[src/rtl/frame_crc_loader.sv]
module frame_crc_loader #(
  parameter int          FW   = 4,
  parameter int          NF   = 4,
  parameter logic [15:0] POLY = 16'h1021,
  parameter logic [15:0] INIT = 16'hFFFF
) (
  input  logic                                       clk,
  input  logic                                       rst,
  input  logic                                       in_valid,
  output logic                                       in_ready,
  input  logic [7:0]                                 in_data,
  output logic                                       fs_we,
  output logic [((NF*FW) > 1 ? $clog2(NF*FW) : 1)-1:0] fs_addr,
  output logic [7:0]                                 fs_data,
  output logic                                       cb_we,
  output logic [(NF > 1 ? $clog2(NF) : 1)-1:0]       cb_addr,
  output logic [15:0]                                cb_data,
  output logic                                       done,
  output logic                                       error,
  output logic [(NF > 1 ? $clog2(NF) : 1)-1:0]       err_frame
);
  localparam int AW = (NF*FW) > 1 ? $clog2(NF*FW) : 1;
  localparam int FA = NF > 1 ? $clog2(NF) : 1;
  localparam int PW = $clog2(FW + 2);

  typedef enum logic [1:0] {LOAD, COMMIT, HALT, FAULT} st_t;
  st_t st;

  logic [7:0]    fbuf [2**PW];
  logic [PW-1:0] pos;
  logic [FA-1:0] frame;
  logic [15:0]   crc;
  logic [7:0]    rx_hi;

  function automatic logic [15:0] crc_step(input logic [15:0] c, input logic [7:0] d);
    logic [15:0] r;
    r = c;
    for (int i = 7; i >= 0; i--)
      r = {r[14:0], 1'b0} ^ ((r[15] ^ d[i]) ? POLY : 16'h0000);
    return r;
  endfunction

  wire take = in_valid && in_ready;

  assign in_ready = (st == LOAD);
  assign error    = (st == FAULT);
  assign fs_we    = (st == COMMIT);
  assign fs_addr  = AW'(32'(frame) * FW + 32'(pos));
  assign fs_data  = fbuf[pos];
  assign cb_we    = fs_we && (pos == '0);
  assign cb_addr  = frame;
  assign cb_data  = crc;

  always_ff @(posedge clk) begin
    if (rst) begin
      st        <= LOAD;
      pos       <= '0;
      frame     <= '0;
      crc       <= INIT;
      rx_hi     <= '0;
      done      <= 1'b0;
      err_frame <= '0;
    end else begin
      done <= 1'b0;
      case (st)
        LOAD: if (take) begin
          if (pos < PW'(FW)) begin
            fbuf[pos] <= in_data;
            crc       <= crc_step(crc, in_data);
            pos       <= pos + 1'b1;
          end else if (pos == PW'(FW)) begin
            rx_hi <= in_data;
            pos   <= pos + 1'b1;
          end else begin
            pos <= '0;
            if ({rx_hi, in_data} == crc) st <= COMMIT;
            else begin
              st        <= FAULT;
              err_frame <= frame;
            end
          end
        end
        COMMIT: begin
          if (pos == PW'(FW - 1)) begin
            pos <= '0;
            crc <= INIT;
            if (frame == FA'(NF - 1)) begin
              st   <= HALT;
              done <= 1'b1;
            end else begin
              frame <= frame + 1'b1;
              st    <= LOAD;
            end
          end else pos <= pos + 1'b1;
        end
        default: ;
      endcase
    end
  end

  p_error_sticky_r6: assert property (@(posedge clk) disable iff (rst)
    $past(error) |-> error && !in_ready);
  p_err_frame_hold_r9: assert property (@(posedge clk) disable iff (rst)
    $past(error) |-> $stable(err_frame));
  p_no_write_on_fault_r5: assert property (@(posedge clk) disable iff (rst)
    error |-> !fs_we && !cb_we);
  p_cb_with_fs_r4: assert property (@(posedge clk) disable iff (rst)
    cb_we |-> fs_we);
  p_ready_low_commit_r3: assert property (@(posedge clk) disable iff (rst)
    fs_we |-> !in_ready);
  p_done_pulse_r7: assert property (@(posedge clk) disable iff (rst)
    done |=> !done && !in_ready);
  p_done_after_write_r7: assert property (@(posedge clk) disable iff (rst)
    $rose(done) |-> $past(fs_we));
endmodule

[config.mk]
export PLATFORM = sky130hd
export DESIGN_NAME = frame_crc_loader
export DESIGN_NICKNAME = d
export VERILOG_FILES = /design/src/rtl/frame_crc_loader.sv
export SDC_FILE = /design/constraint.sdc
export NUM_CORES = 1
export LEC_CHECK = 0
export CORE_UTILIZATION = 51
export DETAILED_ROUTE_END_ITERATION = 8
export GPL_TIMING_DRIVEN = 0
export PLACE_DENSITY = 0.74
export SETUP_SLACK_MARGIN = 0.05
export SLEW_MARGIN = 20
export SYNTH_ARGS = -nofsm -noshare
export SYNTH_HDL_FRONTEND = slang
export SYNTH_SLANG_ARGS = --single-unit
export TNS_END_PERCENT = 50
[constraint.sdc]
create_clock -name clk -period 3 [get_ports clk]
set_clock_uncertainty 0.15 [all_clocks]
set_input_delay 0.9 -clock clk [delete_from_list [all_inputs] [get_ports clk]]
set_output_delay 0.9 -clock clk [all_outputs]
set_load 0.05 [all_outputs]
# --- After elaboration in Yosys (flattened, before gate mapping) ---
# Memory sizes are Yosys's and may differ from the RTL's. A register that Yosys moved wholly into a read port is not among the register bits.
# Cells that the tools add are included.
op_classes:
  n_bitwise: 22
  n_addsub: 3
  n_eq_ne: 11
  mux: 32
  order_cmp: 1
  reduce_logical: 12
op_table:
  columns: ["operator", "n"]
  rows:
  - ["XOR 16 x 13 -> 16 bit", 8]
  - ["2-to-1 mux 13 bit", 8]
  - ["2-to-1 mux 16 bit", 3]
  - ["one-hot mux 16 bit (2 select lines)", 1]
  - ["2-to-1 mux 3 bit", 6]
  - ["== test 16 bit", 1]
  - ["2-to-1 mux 2 bit", 6]
  - ["AND reduction 5 bit", 2]
  - ["AND reduction 4 bit", 2]
  - ["XOR 1 bit", 8]
  - ["2-to-1 mux 1 bit", 6]
  - ["!= test 2 x 1 -> 1 bit (second input constant)", 3]
  - ["inverter 1 bit", 6]
  - ["one-hot mux 3 bit (2 select lines)", 1]
  - ["adder 4 x 3 -> 4 bit", 1]
  - ["== test 2 bit (second input constant)", 2]
  - ["!= test 2 bit (second input constant)", 2]
  - ["one-hot mux 2 bit (2 select lines)", 1]
  - ["adder 3 x 1 -> 3 bit (second input constant)", 1]
  - ["== test 3 x 2 -> 1 bit (second input constant)", 1]
  - ["== test 3 bit (second input constant)", 1]
  - ["zero test 3 bit", 1]
  - ["< comparator 3 bit (second input constant)", 1]
  - ["AND reduction 3 bit", 1]
  - ["7 further kinds", 8]
word_totals:
  inputBits: 11
  out_inout_bits: 37
  regBits: 34
  mem_count: 1
  word_cells: 89
  ramBits: 64
memory_table:
  columns: ["memory", "depth", "width", "rd", "rd_clocked_by_memory_dff", "write_ports", "line", "text"]
  rows:
  - ["fbuf", 8, 8, 1, 1, 1, "29", "logic [7:0] fbuf [2**PW];"]

# --- Depth between registers and ports, before layout ---
depth:
  depth_word: 27
  ltp_mapped: 8
  depth_no_buf: 7

# --- Least setup slack after synthesis ---
# OpenSTA, ideal clock, no wires.
synth_path:
  path_kind: "flip-flop to output port"
  start: "reg frame[0], in the netlist cb_addr[0]"
  end: "out fs_addr[3] (netlist name)"
  setup_slack_ns: 0.248
  stages_incl_launch_ff: 3
  arrival_time_ns: 1.702
  path_cell_list: "dfxtp_1 > ha_1 > xor2_1"
synth_via:
  elab_chain_len: 1
synth_lines:
  columns: ["element", "line", "text"]
  rows:
  - ["from (decl)", "31", "logic [FA-1:0] frame;"]
  - ["from (signal assigned)", "91", "frame <= frame + 1'b1;"]
  - ["adder 4 x 3 -> 4 bit", "48", "assign fs_addr = AW'(32'(frame) * FW + 32'(pos));"]
  - ["to (decl)", "13", "output logic [((NF*FW) > 1 ? $clog2(NF*FW) : 1)-1:0] fs_addr,"]
# Every way passes these cells.

==> flow_summary.toml <==
[outcome]
status = "completed"

[drt]
drc_errors = 0
vias = 2614
drt_first_iter_violations = 91
vias_per_cell = 5.16
avgRoutedWirePerCell_um = 16.2
drt-total-wl_um = 8220
ant_nets = 0
dr.pass1.iters = 4

[clocking]
ctsHoldBuffers = 0
cts.sinks = 101
clk_pin_slew_ps = 100
clk_root_buffer_cell = "clkbuf_8"
htreeDepth = 3
clockBufferDepth = 2
cts_buffers = 9
tritoncts = "built"
clock_latency_ps = 360

[cells_and_area]
fin_nets = 414
drive_above_1_share = 0.194
instances_no_fill = 507
antenna_cells = 0
area_growth_pct = 25.8
stdcell_area_um2 = 5470
layout_commonest_cell = "edfxtp_1"
final_core_util = 0.666
final_cell_mix = "edfxtp_1 (64), clkdlybuf4s50_1 (35), dfxtp_1 (34)"

[synthesis]
synth_top_family_by_area = "multiplexers"
synth_area_per_cell_um2 = 14.4
ys_types = 39
ys_ff_latch = 101
ys_seq_area_frac = 0.612
synthMuxAreaShare = 0.129
synthAdderAreaFrac = 0.0173
synth_top_area_share = 0.442
synth_compound_area_frac = 0.0380
synthSimpleGateAreaFrac = 0.0917
synth_xor_xnor_area_share = 0.0863
synth_cells = 302
yosysTopAreaCell = "edfxtp_1"
yosys-top-cells-area = "edfxtp_1 (44%), dfxtp_1 (17%), mux4_2 (8.3%)"
syn-cell-area_um2 = 4350
ys_warn_count = 0

[worst_setup_path]
crit_path_end_kind = "output pin"
start_kind = "flop"
path_cells = "buf_8 > buf_12 > mux4_2 > mux2_4 > buf_6"
crit_slowest_cell = "mux4_2"
worst-endpoint-arrival_ps = 1930
crit_required_ps = 1950
path_delay_family = "multiplexers"
cp_num_buf_inv = 3
critPathMaxStageDelay_ps = 500
cp_max_fo = 6
path_class = "flop to output pin"

[grt]
grt_pass1_wl_um = 13200
grt_max_degree = 18
grt_antenna_before_repair = 0
grt_overflow_total = 0
grt_pass1_vias = 2686
track_usage = 0.202

[place]
pre_cts_ws_ps = -680
placed_cells = 485
hpwl_um = 5550
dpl_cell_area_um2 = 5070
io_buffers = 47
gp_congestion = 0.850

[sta]
slew_viol_final = 0
rsz0062_at_grt = "true"
setup_ws_ps = 21.8
fin_crit_ps = 2980
tightestPinTransition_ps = 760
post-route-period-util = 0.993
slew_headroom = 0.493
finalSetupViolCount = 0
hold_viol = 0
max_freq_ghz = 0.336
finalSetupTns_ps = 0

[floorplanning]
core_um2 = 8220
die_width_um = 94.4
die_y_um = 94.4
rows = 33
start_util = 0.529
die_area_um2 = 8900
io_pins = 48

[power]
vdd_drop_max_uv = 438
powerDensity_nw_per_um2 = 683
p_leak_nw = 2.01

[hold_path]
hp-class = "flop to flop"

[run]
cap_violations = 0
==> registers in the layout, summed over array words and instances, names as in the netlist, named ones only <==
signal / cells
fbuf: 64
cb_data: 16
rx_hi: 8
pos: 3
cb_addr: 2
err_frame: 2
st: 2
done: 1
==> layer usage <==
metal  vias up  share of wire  GRT usage
met5         -              0          0
met1      1279           0.43      0.254
li1       1266              -          -
met4         0          0.012     0.0872
met2        58           0.51      0.344
met3        11          0.039     0.0330
==> report_power, final <==
group	switching, mW	leakage [nW]	internal, mW
Clock	0.476	0.105	0.479
Sequential	0.104	0.907	1.59
Combinational	0.612	0.996	0.476
==> Yosys cell counts, drive strengths merged <==
master / instances
and3: 1
xor2: 10
or3b: 1
mux4: 16
inv: 6
a2bb2oi: 1
nor2: 20
o22ai: 13
a211oi: 1
nand2b: 19
a21oi: 4
ha: 6
edfxtp: 64
mux2i: 11
nor3: 3
nor4: 5
o21ai: 6
nor2b: 1
mux2: 8
clkbuf: 4
conb: 1
a31oi: 1
nand3: 3
nand4: 5
and2: 2
or2: 2
xnor2: 32
buf: 11
nand2: 8
dfxtp: 37
==> worst register-to-register path, cell delays in order (launching register included) <==
cell     delay [ps]
dfxtp_1         520
ha_1            250
ha_1            250
nand2_1         120
a21oi_4         210
nand2_4         100
buf_8           170
nor4_4          490
==> metrics by stage <==
stage | power, mW | hold slack, ps
finish | 3.74 | 336
global route | 3.91 | 370
CTS | 3.75 | 339
detailed placement | 2.74 | 313
global placement | 2.73 | 311
floorplan | 2.45 | 335
==> final timing paths <==
path	start	end	slack (ps)	cells after the start
worst max-delay path	flop	fs_data[2]	20	5
worst min-delay path	err_frame[0]$_SDFFE_PP0P_	err_frame[0]$_SDFFE_PP0P_	340	2
worst max register to register	pos[1]$_SDFFE_PP0P_	fbuf[2][2]$_DFFE_PP_	370	7
worst min register to register	err_frame[0]$_SDFFE_PP0P_	err_frame[0]$_SDFFE_PP0P_	340	2
==> logic make-up after synthesis <==
kind of cell    Yosys count
simple gates             70
flops                   101
xor+xnor                 42
fa+ha+maj                 6
other cells               1
buf+inv                  21
mux                      35
compound gates           26
==> layout make-up <==
type	count	area, um2
clock inverter	6	95.1
inverter	6	22.5
tap	105	131
fill	631	2740
multi-input combinational	211	1760
timing repair buffer	54	563
buffer	14	109
sequential	101	2670
clock buffer	10	128
==> timing repair <==
action,CTS,global route
buffers inserted,3,3
resized for setup,81,11
endpoints found under the setup margin,44,35
gates cloned,1,0
pin swaps,1,3
Note: power is estimated with default switching activity, not from simulation.
